`src/rtl/mdec_pkg.sv`:
```
// Shared definitions for the mode-switchable decoder.
// Assumes exactly two halves; the half width is a module parameter.
package mdec_pkg;
    typedef enum logic {
        MODE_DUAL   = 1'b0,
        MODE_SINGLE = 1'b1
    } mdec_mode_e;

    localparam int HALVES = 2;
endpackage

```
`src/rtl/mdec_route.sv`:
```
// Mode routing: turns the raw mode, address, enable and polarity inputs into
// a per-half enable, select and polarity. In single mode the top address bit
// chooses the half, and all four enables must be low.
// Assumes two halves of 2**SEL_W lines each.
module mdec_route
    import mdec_pkg::*;
#(
    parameter int SEL_W = 2
) (
    input  logic                           mode,
    input  logic [SEL_W:0]                 addr_a,
    input  logic [SEL_W-1:0]               addr_b,
    input  logic [1:0]                     en_a_n,
    input  logic [1:0]                     en_b_n,
    input  logic                           pol_a,
    input  logic                           pol_b,
    input  logic                           pol_c,
    output logic [HALVES-1:0]              half_on,
    output logic [HALVES-1:0][SEL_W-1:0]   half_sel,
    output logic [HALVES-1:0]              half_hi
);
    logic all_on;

    // Effective polarity: a half's own select ORed with the common select.
    always_comb begin
        half_hi[0] = pol_a | pol_c;
        half_hi[1] = pol_b | pol_c;
    end

    // Pick enable and select per half according to the mode.
    always_comb begin
        all_on = ~|{en_a_n, en_b_n};
        if (mdec_mode_e'(mode) == MODE_SINGLE) begin
            half_on[0]  = all_on & ~addr_a[SEL_W];
            half_on[1]  = all_on &  addr_a[SEL_W];
            half_sel[0] = addr_a[SEL_W-1:0];
            half_sel[1] = addr_a[SEL_W-1:0];
        end else begin
            half_on[0]  = ~|en_a_n;
            half_on[1]  = ~|en_b_n;
            half_sel[0] = addr_a[SEL_W-1:0];
            half_sel[1] = addr_b;
        end
    end
endmodule

```
`src/rtl/mdec_half.sv`:
```
// One-of-N decode of one half with selectable polarity.
// When disabled, every line sits at the idle level (the complement of active).
module mdec_half #(
    parameter int SEL_W  = 2,
    localparam int HALF_N = 1 << SEL_W
) (
    input  logic              on,
    input  logic [SEL_W-1:0]  sel,
    input  logic              act_high,
    output logic [HALF_N-1:0] lines
);
    // Compare each line index to the select and apply the polarity.
    always_comb begin
        for (int i = 0; i < HALF_N; i++) begin
            lines[i] = (on && (sel == SEL_W'(i))) ? act_high : ~act_high;
        end
    end
endmodule

```
`src/rtl/mdec_outreg.sv`:
```
// Optional output stage: a wire when REG_OUT is 0, one register when it is 1.
// The register clears to zero on a clock edge with rst_n low.
module mdec_outreg #(
    parameter int W       = 8,
    parameter bit REG_OUT = 1'b1
) (
    input  logic         clk,
    input  logic         rst_n,
    input  logic [W-1:0] d,
    output logic [W-1:0] q
);
    if (REG_OUT) begin : g_reg
        // Register the decoded lines, with synchronous clear.
        always_ff @(posedge clk) begin
            if (!rst_n) q <= '0;
            else        q <= d;
        end
    end else begin : g_wire
        // Pass the decoded lines straight through.
        always_comb q = d;
    end
endmodule

```
`src/rtl/mode_decoder.sv`:
```
// Top of the mode-switchable decoder: routing, two half decoders and the
// optional output register. Assumes clk and rst_n matter only when REG_OUT=1.
module mode_decoder
    import mdec_pkg::*;
#(
    parameter int SEL_W   = 2,
    parameter bit REG_OUT = 1'b1,
    localparam int HALF_N = 1 << SEL_W,
    localparam int LINES  = HALVES * HALF_N
) (
    input  logic              clk,
    input  logic              rst_n,
    input  logic              mode,
    input  logic [SEL_W:0]    addr_a,
    input  logic [SEL_W-1:0]  addr_b,
    input  logic [1:0]        en_a_n,
    input  logic [1:0]        en_b_n,
    input  logic              pol_a,
    input  logic              pol_b,
    input  logic              pol_c,
    output logic [LINES-1:0]  dec_out
);
    logic [HALVES-1:0]            half_on;
    logic [HALVES-1:0][SEL_W-1:0] half_sel;
    logic [HALVES-1:0]            half_hi;
    logic [LINES-1:0]             next_lines;

    mdec_route #(.SEL_W(SEL_W)) u_route (
        .mode     (mode),
        .addr_a   (addr_a),
        .addr_b   (addr_b),
        .en_a_n   (en_a_n),
        .en_b_n   (en_b_n),
        .pol_a    (pol_a),
        .pol_b    (pol_b),
        .pol_c    (pol_c),
        .half_on  (half_on),
        .half_sel (half_sel),
        .half_hi  (half_hi)
    );

    for (genvar h = 0; h < HALVES; h++) begin : g_half
        mdec_half #(.SEL_W(SEL_W)) u_half (
            .on       (half_on[h]),
            .sel      (half_sel[h]),
            .act_high (half_hi[h]),
            .lines    (next_lines[h*HALF_N +: HALF_N])
        );
    end

    mdec_outreg #(.W(LINES), .REG_OUT(REG_OUT)) u_out (
        .clk   (clk),
        .rst_n (rst_n),
        .d     (next_lines),
        .q     (dec_out)
    );
endmodule

```
`config.mk`:
```
export PLATFORM = sky130hd
export DESIGN_NAME = mode_decoder
export DESIGN_NICKNAME = d
export VERILOG_FILES = /design/src/rtl/mdec_pkg.sv /design/src/rtl/mdec_route.sv /design/src/rtl/mdec_half.sv /design/src/rtl/mdec_outreg.sv /design/src/rtl/mode_decoder.sv
export SDC_FILE = /design/constraint.sdc
export NUM_CORES = 1
export LEC_CHECK = 0
export ABC_AREA = 1
export CAP_MARGIN = 20
export CORE_MARGIN = 1.5
export CORE_UTILIZATION = 34
export CTS_CLUSTER_DIAMETER = 30
export DETAILED_ROUTE_END_ITERATION = 10
export GPL_TIMING_DRIVEN = 1
export PLACE_DENSITY = 0.72
export REMOVE_ABC_BUFFERS = 1
export SYNTH_ARGS = -nofsm -noshare
export SYNTH_HDL_FRONTEND = slang
export SYNTH_SLANG_ARGS = --single-unit
```
`constraint.sdc`:
```
create_clock -name clk -period 1 [get_ports clk]
set_input_delay 0.25 -clock clk [delete_from_list [all_inputs] [get_ports clk]]
set_output_delay 0.25 -clock clk [all_outputs]
set_load 0.01 [all_outputs]
```
; ---- Yosys cells after proc, flatten, opt, wreduce, memory -nomap -nowiden
; Cells that the tools add are included.
[op_classes]
add_sub_neg = 0
multipliers = 0
div_mod_pow = 0
order_cmp = 0
eq_ne = 6
shifts = 0
n_mux = 10
bitwise = 7
reduce_logical = 16
[op_table]
columns = cell, n
row1 = "2-bit == test, second input constant", 4
row2 = 1-bit logical AND, 8
row3 = 1-bit 2-to-1 mux, 8
row4 = "2-bit by 1-bit == test with 1-bit output, second input constant", 2
row5 = 2-bit logical NOT, 2
row6 = 4-bit 2-to-1 mux, 1
row7 = 2-bit OR reduction, 2
row8 = 4-bit OR reduction, 1
row9 = 1-bit logical NOT, 3
row10 = 1-bit NOT, 3
row11 = 1-bit bitwise AND, 2
row12 = 2-bit 2-to-1 mux, 1
row13 = 1-bit bitwise OR, 2
[word_totals]
regBits = 8
latch_bits = 0
ram_bits = 0
romBits = 0
inputBits = 15
out_inout_bits = 8
n_memories = 0

; ---- Depth between registers and ports, before layout
[depth]
word_depth = 6
mapped_depth = 8

; ---- By module
; A second synthesis with hierarchy kept.
[unflattened]
cells_unflattened = 86
area_unflattened_um2 = 509.2
[modules_own_cells]
columns = module, n_inst, cells_per_inst, area_each_um2, seq_area_each_um2
row1 = mdec_outreg, 1, 25, 225.2, 160.2
row2 = mdec_half, 2, 21, 95.1, 0.0
row3 = mdec_route, 1, 19, 93.8, 0.0

; ---- Worst setup path after synthesis
; Ideal clock, no wire load.
[synth_timing]
path_type = input-to-reg
startpoint = input en_a_n[1]
endpoint = register u_out.q[4]
t_arrival_ns = 0.869
required_ns = 0.885
slack_ns = 0.016
cell_stages = 6
n_path_buf = 0
cell_sequence = nor2_4 nand2_2 a21oi_2 nand3_1 nand2_1 nor2_1
[synth_via]
elab_chain_len = 6
[synth_rtl]
columns = element, line_no
row1 = start: declaration, mode_decoder.sv:16  ; input logic [1:0] en_a_n,
row2 = 4-bit OR reduction, mdec_route.sv:32  ; all_on = ~|{en_a_n, en_b_n};
row3 = 1-bit logical NOT, mdec_route.sv:32
row4 = 1-bit bitwise AND, mdec_route.sv:35  ; half_on[1] = all_on & addr_a[SEL_W];
row5 = 2-bit 2-to-1 mux, mdec_route.sv:33  ; if (mdec_mode_e'(mode) == MODE_SINGLE) begin
row6 = 1-bit logical AND, mdec_half.sv:15  ; lines[i] = (on && (sel == SEL_W'(i))) ? act_high : ~act_high;
row7 = 1-bit 2-to-1 mux, mdec_half.sv:15
row8 = end signal: assignment, mdec_outreg.sv:15  ; if (!rst_n) q <= '0;
row9 = end signal: assignment, mdec_outreg.sv:16  ; else q <= d;
row10 = end: declaration, mdec_outreg.sv:10  ; output logic [W-1:0] q
; Every way passes these cells.
; A chain may end at the register's enable or synchronous reset.

; ---- Final worst setup path
[layout_timing]
startpoint = input en_b_n[1]
endpoint = register u_out.q[5]
[layout_via]
elab_chain_len = 6
elab_cells_between_ends = 8
[layout_rtl]
columns = element, line_no
row1 = start: declaration, mode_decoder.sv:17  ; input logic [1:0] en_b_n,
row2 = 4-bit OR reduction, mdec_route.sv:32
row3 = 1-bit logical NOT, mdec_route.sv:32
row4 = 1-bit bitwise AND, mdec_route.sv:35
row5 = 2-bit 2-to-1 mux *, mdec_route.sv:33
row6 = 1-bit logical AND *, mdec_half.sv:15
row7 = 1-bit 2-to-1 mux *, mdec_half.sv:15
; Every way passes the cells marked *; elsewhere a longest branch is shown, timed or not.

==> flow_summary.ini <==
[logic_synthesis]
synth.avg_cell_area_um2 = 6.06
syn_area_um2 = 460
yosys_warnings = 0
netlist_instances = 76
yosysSeqAreaShare = 0.348
synth_cell_types = 16
ys_ff_latch = 8

[final_layout]
area_growth_pct = 71.5
final_util = 0.614
fin_cells = 120
diodes = 0
largest_reg_flops = 8
final_common_cell = nand2_1
nets = 122
top_register = u_out.q
fin_area_um2 = 790
top_regs = u_out.q: 8 flops
final_cell_mix = nand2_1, nor2_1, buf_2, dfxtp_1, dlygate4sd2_1
fill_cells = 143
layout-drive-gt1-share = 0.400

[power_and_ir_drop]
vdd_drop_max_v = 0.000332
power.net_switching_mw = 0.217
p_per_area_mw_per_mm2 = 1000
power.leakage_nw = 0.410
swShare = 0.273
pwr-share-comb = 0.287
p_seq_frac = 0.426
power_frac_clock = 0.287
intPower_mw = 0.576

[global_route]
antenna_found_initial = 0
grt_max_degree = 9
grt_pass1_vias = 459
grt_pass1_wl_mm = 1.64
grt_overflow = 0
grt_use_total = 0.151

[placement]
place_ws_ns = -0.514
place.gp.congestion = 0.717
place_inst = 117
placed_cell_area_um2 = 736
hpwl_um = 802
numPortBuffers = 22

[cts]
cts_num_sinks = 8
cts_made_buffers = 3
cts_max_level = 1
postCtsSetupBuffers = 0
cts_hold_buf = 0
cts_tree = built
root_buffer = clkbuf_4
cts_buffer_depth = 2
clkTransAtPathRegs_ns = 0.05

[floorplanning]
fp.dieH_um = 39.8
ios = 23
start_util = 0.358
rows = 13
core_mm2 = 0.00128
fp.dieW_um = 39.8
die-area_mm2 = 0.00158

[timing]
slew_headroom = 0.810
fmax_mhz = 1040
tightestPinTransition_ns = 0.285
setup_ws_ns = 0.0402
finalHoldViolCount = 0
setup_viol = 0
period_needed_ns = 0.960
slew_viol_final = 0
post-route-period-util = 0.960
hold_ws_ns = 0.403

[routing]
first_pass_iters = 4
via_count = 541
routedWlPerCell_um = 8.48
remaining_drc_errors = 0
drtAntennaViolNets = 0
drt_iter0_markers = 6
postRouteWirelength_mm = 1.02
routed_via_density = 4.51

[critical_path]
required_ns = 1.13
critPathMaxStageDelay_ns = 0.23
critPathCaptureType = register
critPathBufInv = 3
cp-start-kind = input port
crit_chain = dlygate4sd2_1 > nor2_2 > inv_1 > a21oi_2 > buf_6 > nand3_2 > nand2_1 > nor2_1
cp_slowest_cell = dlygate4sd2_1
setup.worst_path.class = input port to register
crit_family = buffers and inverters
path_max_fanout = 8
critPathArrivalTime_ns = 1.09

[job]
cap_viol_max_count = 0

[hold_path]
min_path_type = input port to register

[outcome]
status = finished, final reports clean
## through the flow
step                total power, mW   TNS (ns)
floorplan                     0.434          0
global placement              0.557      -3.91
detailed placement            0.562      -4.17
CTS                           0.796          0
global route                  0.841  -0.000634
finish                        0.793          0
## synthesized netlist by cell type, drive strengths merged
| cell | instances | share of area |
|---|---|---|
| buf | 1 | 0.011 |
| a21oi | 5 | 0.063 |
| nand3b | 2 | 0.033 |
| nand3 | 6 | 0.065 |
| dfxtp | 8 | 0.35 |
| clkbuf | 1 | 0.0081 |
| inv | 6 | 0.049 |
| o21ai | 1 | 0.011 |
| nand2 | 24 | 0.20 |
| nor2 | 21 | 0.20 |
| or2 | 1 | 0.014 |
## what timing repair did
| item | 4_1_cts | 5_1_grt |
|---|---|---|
| gates resized for setup | 62 | 12 |
| endpoints found under the setup margin | 16 | 8 |
| pin swaps | 12 | 7 |
| gates cloned | 0 | 0 |
## tightest hold or removal path, cell delays in order
cell and delay, ns:
dlymetal6s2s_1 0.08, or2_4 0.16, nor2_1 0.05, nor2_1 0.07
## layer usage
layer	vias to the layer above	track usage	wire (µm)
met1	233	0.161	409
met3	0	0	40
li1	293	-	-
met5	-	0	0
met4	0	0.0776	0
met2	15	0.295	568
## kinds of logic after synthesis
family,synth area share
DFF,0.348
AOI/OAI and AO/OA,0.0734
and+or+nand+nor,0.511
buffers and inverters,0.0679
## layout make-up
type | count | area, µm² | area share
inverters | 6 | 22.5 | 0.0285
well taps | 15 | 18.8 | 0.0238
multi-input cells | 60 | 347 | 0.439
repair buffers | 28 | 219 | 0.277
flip-flops and latches | 8 | 160 | 0.203
clock buffers | 3 | 22.5 | 0.0285
## path summary, 6_finish.rpt
path / cells after the start / start / slack [ns] / endpoint
max: 8 / en_b_n[1] / 0.04 / u_out.q[5]
min: 4 / pol_a / 0.40 / u_out.q[0]
## power groups by stage
stage / clock network [mW] / registers [mW] / logic, mW
after CTS: 0.233 / 0.338 / 0.225
final: 0.227 / 0.338 / 0.227
after global placement: 0 / 0.345 / 0.212
after detailed placement: 0 / 0.345 / 0.217
after global routing: 0.250 / 0.339 / 0.252
after floorplan: 0 / 0.354 / 0.0799
Note: power is estimated with default switching activity, not from simulation.
